===== config.mk =====
export PLATFORM = sky130hd
export DESIGN_NAME = uart_fifo_ctl
export DESIGN_NICKNAME = d
export VERILOG_FILES = /design/src/rtl/uftc_pkg.sv /design/src/rtl/uftc_cfg.sv /design/src/rtl/uftc_fifo.sv /design/src/rtl/uftc_trig.sv /design/src/rtl/uart_fifo_ctl.sv
export SDC_FILE = /design/constraint.sdc
export NUM_CORES = 1
export LEC_CHECK = 0
export CORE_UTILIZATION = 60
export CTS_CLUSTER_SIZE = 14
export DETAILED_ROUTE_END_ITERATION = 7
export PLACE_DENSITY = 0.78
export SLEW_MARGIN = 30
export SYNTH_ARGS = -nofsm -noshare
export SYNTH_HDL_FRONTEND = slang
export SYNTH_HIERARCHICAL = 1
export SYNTH_SLANG_ARGS = --single-unit

===== constraint.sdc =====
create_clock -name clk -period 6.15 [get_ports clk]
set_clock_uncertainty 0.2 [all_clocks]
set_input_delay 1.845 -clock clk [delete_from_list [all_inputs] [get_ports clk]]
set_output_delay 1.845 -clock clk [all_outputs]
set_load 0.01 [all_outputs]

===== src/rtl/uftc_pkg.sv =====
package uftc_pkg;
   localparam int CFG_W     = 8;
   localparam int BIT_EN    = 0;
   localparam int BIT_CLRRX = 1;
   localparam int BIT_CLRTX = 2;
   localparam int TRIG_LSB  = 6;

   typedef struct packed {
      logic       enable;
      logic       clr_rx;
      logic       clr_tx;
      logic [1:0] trig_sel;
   } cfg_fields_t;

   function automatic cfg_fields_t split_cfg(input logic [CFG_W-1:0] w);
      cfg_fields_t f;
      f.enable   = w[BIT_EN];
      f.clr_rx   = w[BIT_CLRRX];
      f.clr_tx   = w[BIT_CLRTX];
      f.trig_sel = w[TRIG_LSB +: 2];
      return f;
   endfunction
endpackage


===== src/rtl/uftc_cfg.sv =====
module uftc_cfg
   import uftc_pkg::*;
(
   input  logic             clk,
   input  logic             rst_n,
   input  logic             we,
   input  logic [CFG_W-1:0] wdata,
   output logic             en_o,
   output logic [1:0]       trig_sel_o,
   output logic             flush_rx_o,
   output logic             flush_tx_o
);
   cfg_fields_t f;
   logic        en_q;
   logic [1:0]  trig_q;
   logic        toggle;
   logic        unused_rsvd;

   assign f           = split_cfg(wdata);
   assign unused_rsvd = ^wdata[5:3];
   assign toggle      = we && (f.enable != en_q);
   assign flush_rx_o  = toggle || (we && f.enable && f.clr_rx);
   assign flush_tx_o  = toggle || (we && f.enable && f.clr_tx);
   assign en_o        = en_q;
   assign trig_sel_o  = trig_q;

   always_ff @(posedge clk or negedge rst_n) begin
      if (!rst_n) begin
         en_q   <= 1'b0;
         trig_q <= 2'b00;
      end else if (we) begin
         en_q <= f.enable;
         if (f.enable) trig_q <= f.trig_sel;
      end
   end
endmodule


===== src/rtl/uftc_fifo.sv =====
module uftc_fifo #(
   parameter int DEPTH = 16,
   parameter int DW    = 8,
   localparam int AW   = (DEPTH > 1) ? $clog2(DEPTH) : 1,
   localparam int LW   = $clog2(DEPTH + 1)
) (
   input  logic          clk,
   input  logic          rst_n,
   input  logic          en,
   input  logic          flush,
   input  logic          push,
   input  logic [DW-1:0] din,
   input  logic          pop,
   output logic [DW-1:0] dout,
   output logic [LW-1:0] level,
   output logic          empty,
   output logic          full,
   output logic          overrun
);
   localparam bit POW2 = (DEPTH == (1 << AW));

   generate
      if (DEPTH < 2) begin : g_depth_bad
         $error("uftc_fifo: DEPTH must be at least 2");
      end
      if (DW < 1) begin : g_dw_bad
         $error("uftc_fifo: DW must be at least 1");
      end
   endgenerate

   logic [DW-1:0] mem [DEPTH];
   logic [AW-1:0] wr_ptr, rd_ptr, wr_nxt, rd_nxt;
   logic [LW-1:0] cnt;
   logic [DW-1:0] dout_q;
   logic          ovr_q;
   logic          do_push, do_pop, drop;

   generate
      if (POW2) begin : g_wrap_pow2
         assign wr_nxt = wr_ptr + 1'b1;
         assign rd_nxt = rd_ptr + 1'b1;
      end else begin : g_wrap_mod
         assign wr_nxt = (wr_ptr == AW'(DEPTH - 1)) ? '0 : wr_ptr + 1'b1;
         assign rd_nxt = (rd_ptr == AW'(DEPTH - 1)) ? '0 : rd_ptr + 1'b1;
      end
   endgenerate

   assign empty   = (cnt == '0);
   assign full    = (cnt == LW'(DEPTH));
   assign do_pop  = en && !flush && pop && !empty;
   assign do_push = en && !flush && push && (!full || do_pop);
   assign drop    = en && !flush && push && !do_push;

   always_ff @(posedge clk) begin
      if (do_push) mem[wr_ptr] <= din;
   end

   always_ff @(posedge clk or negedge rst_n) begin
      if (!rst_n) begin
         wr_ptr <= '0;
         rd_ptr <= '0;
         cnt    <= '0;
         ovr_q  <= 1'b0;
         dout_q <= '0;
      end else if (flush) begin
         wr_ptr <= '0;
         rd_ptr <= '0;
         cnt    <= '0;
         ovr_q  <= 1'b0;
      end else begin
         if (do_push) wr_ptr <= wr_nxt;
         if (do_pop) begin
            rd_ptr <= rd_nxt;
            dout_q <= mem[rd_ptr];
         end
         if (drop) ovr_q <= 1'b1;
         case ({do_push, do_pop})
            2'b10:   cnt <= cnt + 1'b1;
            2'b01:   cnt <= cnt - 1'b1;
            default: cnt <= cnt;
         endcase
      end
   end

   assign dout    = dout_q;
   assign level   = cnt;
   assign overrun = ovr_q;
endmodule


===== src/rtl/uftc_trig.sv =====
module uftc_trig #(
   parameter int DEPTH  = 16,
   parameter int TRIG_0 = 1,
   parameter int TRIG_1 = 4,
   parameter int TRIG_2 = 8,
   parameter int TRIG_3 = 14,
   localparam int LW    = $clog2(DEPTH + 1)
) (
   input  logic          en,
   input  logic [1:0]    sel,
   input  logic [LW-1:0] level,
   output logic          req
);
   localparam int TBL [4] = '{TRIG_0, TRIG_1, TRIG_2, TRIG_3};

   generate
      for (genvar i = 0; i < 4; i++) begin : g_chk
         if (TBL[i] < 1 || TBL[i] > DEPTH) begin : g_bad
            $error("uftc_trig: threshold out of range 1..DEPTH");
         end
      end
   endgenerate

   logic [LW-1:0] thr;

   always_comb begin
      case (sel)
         2'd0:    thr = LW'(TRIG_0);
         2'd1:    thr = LW'(TRIG_1);
         2'd2:    thr = LW'(TRIG_2);
         default: thr = LW'(TRIG_3);
      endcase
   end

   assign req = en && (level >= thr);
endmodule


===== src/rtl/uart_fifo_ctl.sv =====
module uart_fifo_ctl #(
   parameter int DEPTH  = 16,
   parameter int DW     = 8,
   parameter int TRIG_0 = 1,
   parameter int TRIG_1 = 4,
   parameter int TRIG_2 = 8,
   parameter int TRIG_3 = 14,
   localparam int LW    = $clog2(DEPTH + 1)
) (
   input  logic          clk,
   input  logic          rst_n,
   input  logic          cfg_we,
   input  logic [7:0]    cfg_wdata,
   output logic          fifo_en,
   input  logic          rx_push,
   input  logic [DW-1:0] rx_din,
   input  logic          rx_pop,
   output logic [DW-1:0] rx_dout,
   output logic [LW-1:0] rx_level,
   output logic          rx_empty,
   output logic          rx_full,
   output logic          rx_overrun,
   output logic          rx_req,
   input  logic          tx_push,
   input  logic [DW-1:0] tx_din,
   input  logic          tx_pop,
   output logic [DW-1:0] tx_dout,
   output logic [LW-1:0] tx_level,
   output logic          tx_empty,
   output logic          tx_full,
   output logic          tx_overrun
);
   logic       en;
   logic [1:0] trig_sel;
   logic       flush_rx, flush_tx;

   uftc_cfg u_cfg (
      .clk        (clk),
      .rst_n      (rst_n),
      .we         (cfg_we),
      .wdata      (cfg_wdata),
      .en_o       (en),
      .trig_sel_o (trig_sel),
      .flush_rx_o (flush_rx),
      .flush_tx_o (flush_tx)
   );

   uftc_fifo #(.DEPTH(DEPTH), .DW(DW)) u_rxq (
      .clk     (clk),
      .rst_n   (rst_n),
      .en      (en),
      .flush   (flush_rx),
      .push    (rx_push),
      .din     (rx_din),
      .pop     (rx_pop),
      .dout    (rx_dout),
      .level   (rx_level),
      .empty   (rx_empty),
      .full    (rx_full),
      .overrun (rx_overrun)
   );

   uftc_fifo #(.DEPTH(DEPTH), .DW(DW)) u_txq (
      .clk     (clk),
      .rst_n   (rst_n),
      .en      (en),
      .flush   (flush_tx),
      .push    (tx_push),
      .din     (tx_din),
      .pop     (tx_pop),
      .dout    (tx_dout),
      .level   (tx_level),
      .empty   (tx_empty),
      .full    (tx_full),
      .overrun (tx_overrun)
   );

   uftc_trig #(
      .DEPTH(DEPTH), .TRIG_0(TRIG_0), .TRIG_1(TRIG_1),
      .TRIG_2(TRIG_2), .TRIG_3(TRIG_3)
   ) u_trig (
      .en    (en),
      .sel   (trig_sel),
      .level (rx_level),
      .req   (rx_req)
   );

   assign fifo_en = en;
endmodule


==> flow_summary.toml <==
[status]
outcome = "completed"

[worst_hold_path]
hold_depth = 2
min_from = "u_rxq/overrun$_DFFE_PN0P_"
min_path_type = "reg -> reg"
hold_end = "u_rxq/overrun$_DFFE_PN0P_"

[floorplanning]
die_w_um = 146
start_util = 0.614
ios = 65
die_y_um = 146
coreArea_sq_um = 20200
row_count = 52
die_area_sq_um = 21300

[drt]
wl_um = 23800
drt_drc_violations_left = 0
drt_pre_antenna_iters = 5
avgViaCountPerCell = 6.04
post_drt_wl_per_cell_um = 22.6
vias = 6371
ant_nets = 0
drt_iter0_markers = 577

[clocking]
cts_root_buf = "clkbuf_16"
path_clk_slew_ps = 60
cts_inserted_buffers = 30
postCtsSetupRepairBufs = 0
cts_hold_buf = 0
cts_tree = "built"
clk_path_buf_depth = 3
cts_resized = 0
clk_latency_ps = 550
cts_sinks = 303
htree_num_levels = 1

[power_and_ir_drop]
pwr_density_cell_nw_per_um2 = 337
power.leakage_nw = 4.85
vdd_drop_max_uv = 286

[worst_setup_path]
critical_path_class = "in -> reg"
startpoint_type = "primary input"
end_kind = "flop"
max_stage_delay_ps = 530
rrSetupSlack_ps = 2560
worstPathMaxFanout = 5
critPathTopFamily = "simple AND/OR/NAND/NOR gates"
crit_chain = "clkdlybuf4s50_1 -> o21ai_0 -> a31oi_1 -> nand3b_4 -> a21oi_2 -> nand2_1 -> inv_1 -> ha_1 -> nor2b_1 -> o21a_1 -> or4b_1 -> and3_1 -> nor3_2"
critPathRequiredTime_ps = 6410
r2r_cells = 12
cp_num_buf_inv = 2
cp_slowest_cell = "clkdlybuf4s50_1"
reg2reg_from = "u_cfg/en_o$_DFFE_PN0P_"
cp.arrival_ps = 4990
rr_endpoint = "u_rxq/level[4]$_DFFE_PN0P_"

[global_routing]
grt_max_degree = 48
grt_pass1_vias = 6636
gr-total-overflow = 0
grt_usage = 0.232
grt_pass1_wl_um = 37400
antenna_found_initial = 0

[placement]
io_buffers = 61
place_congestion = 0.831
detailed_place_hpwl_um = 15100
dp.cells = 998

[logic_synthesis]
yosysTopAreaCellShare = 0.619
synth_edf_count = 256
synth.area.top_cells = "edfxtp_1 62%, mux4_2 12%, dfrtp_1 9.5%, ha_1 2.0%, mux2_2 1.6%"
synth_cell_type_count = 47
syn_nets = 733
ys_warn_count = 6
yosysSeqAreaShare = 0.714
ys_seq_elements = 303
netlist_area_sq_um = 12400
synth_top_area_cell = "edfxtp_1"
synthArstFlopShare = 0.155
synth_cells = 680
synth_ff_type = "edfxtp_1"
syn-mean-instance-area_sq_um = 18.3

[sta]
fmaxAchievable_mhz = 211
worstMarginPinSlew_ps = 940
grt_setup_unrepaired = "no"
finalCriticalPeriod_ps = 4730
setup_viol_count_final = 0
post-route-period-util = 0.769
setup-tns-final_ps = 0
slew_headroom = 0.371
slew_violations = 0
hold_violations = 0

[layout]
area_growth_pct = 15.2
final_cell_mix = "256 x edfxtp_1, 64 x mux4_2, 60 x clkdlybuf4s50_1"
fin_cells = 1054
fin_nets = 813
fill_cells = 1223
n_antenna_cell = 0
drive_gt1_frac = 0.209
final_common_cell = "edfxtp_1"

[job]
max_cap_viol_count = 0
cell type report:
cell class	count	area (sq um)	area share
timing repair buffer	80	748	0.0523
multi-input combinational	314	3260	0.228
sequential	303	8870	0.620
tap	270	338	0.0236
clock inverter	16	160	0.0112
clock buffer	40	820	0.0573
inverter	31	116	0.00813
worst reg2reg max path, cell delays in order (launching register included):
cell and delay [ps]:
dfrtp_1 640, o21ai_0 180, a31oi_1 460, nand3b_4 250, a21oi_2 50, nand2_1 110, inv_1 90, ha_1 330
nor2b_1 170, o21a_1 200, or4b_1 480, and3_1 200, nor3_2 160
registers in the layout, indices dropped and copies added (netlist names):
name	flops
u_rxq/mem	128
u_txq/mem	128
u_rxq/dout	8
u_txq/dout	8
u_rxq/level	5
u_txq/level	5
u_rxq/rd_ptr	4
u_rxq/wr_ptr	4
u_txq/rd_ptr	4
u_txq/wr_ptr	4
u_cfg/trig_sel_o	2
u_cfg/en_o	1
u_rxq/overrun	1
u_txq/overrun	1
metal layers:
layer  GRT usage  share of wire
met2       0.383           0.50
met5           0              0
met1       0.325           0.41
met4      0.0647          0.017
met3      0.0382          0.065
synthesized netlist by cell type (3+ instances only):
cell        n
nand2_1    13
buf_2       8
xnor2_1    10
nor2b_1     3
edfxtp_1  256
ha_1       20
xor2_1      8
dfrtp_1    47
mux2_2     18
buf_4       4
o22ai_1    32
and2_1     16
mux4_2     64
nand4_1     4
a21oi_1    24
nor2_1     41
clkbuf_1   14
nor3_1      8
mux2i_1     6
inv_1      31
buf_6       4
cells by family after synthesis:
| family | Yosys count | share of synthesized area |
|---|---|---|
| DFF | 303 | 0.714 |
| and+or+nand+nor | 109 | 0.0493 |
| muxes | 90 | 0.140 |
| AOI/OAI and AO/OA | 75 | 0.0378 |
| buffers and inverters | 63 | 0.0235 |
| adders and majority gates | 22 | 0.0234 |
| xor gates and xnor gates | 18 | 0.0127 |
where the power goes:
group	internal, W	leakage (nW)	switching (W)
logic	0.000323	1.48	0.000304
clock network	0.00106	0.478	0.000734
registers	0.00232	2.90	0.0000898
total	0.00370	4.85	0.00113
metrics by stage:
stage | util | setup slack (ps) | hold WS, ps | instance area (sq um) | power [W]
2_1_floorplan | - | 1450 | 327 | 12400 | 0.00277
3_3_place_gp | 0.659 | 1030 | 289 | 13300 | 0.00304
3_5_place_dp | 0.659 | 889 | 302 | 13300 | 0.00307
4_1_cts | 0.707 | 1450 | 318 | 14300 | 0.00486
5_1_grt | 0.707 | 1220 | 331 | 14300 | 0.00499
6_report | 0.707 | 1420 | 313 | 14300 | 0.00483
worst max-delay path by stage:
stage,slack [ps],end,startpoint,depth (start not counted)
after floorplan,1450,u_txq/level[4]$_DFFE_PN0P_,cfg_wdata[0],13
after global placement,1030,u_rxq/level[4]$_DFFE_PN0P_,cfg_wdata[0],13
after detailed placement,890,u_rxq/level[4]$_DFFE_PN0P_,cfg_wdata[0],13
after CTS,1450,u_rxq/level[4]$_DFFE_PN0P_,cfg_wdata[0],13
after global routing,1220,u_rxq/level[4]$_DFFE_PN0P_,cfg_wdata[0],13
final,1420,u_rxq/level[4]$_DFFE_PN0P_,cfg_wdata[0],13
No activity file was read; power rests on OpenSTA's default activity.
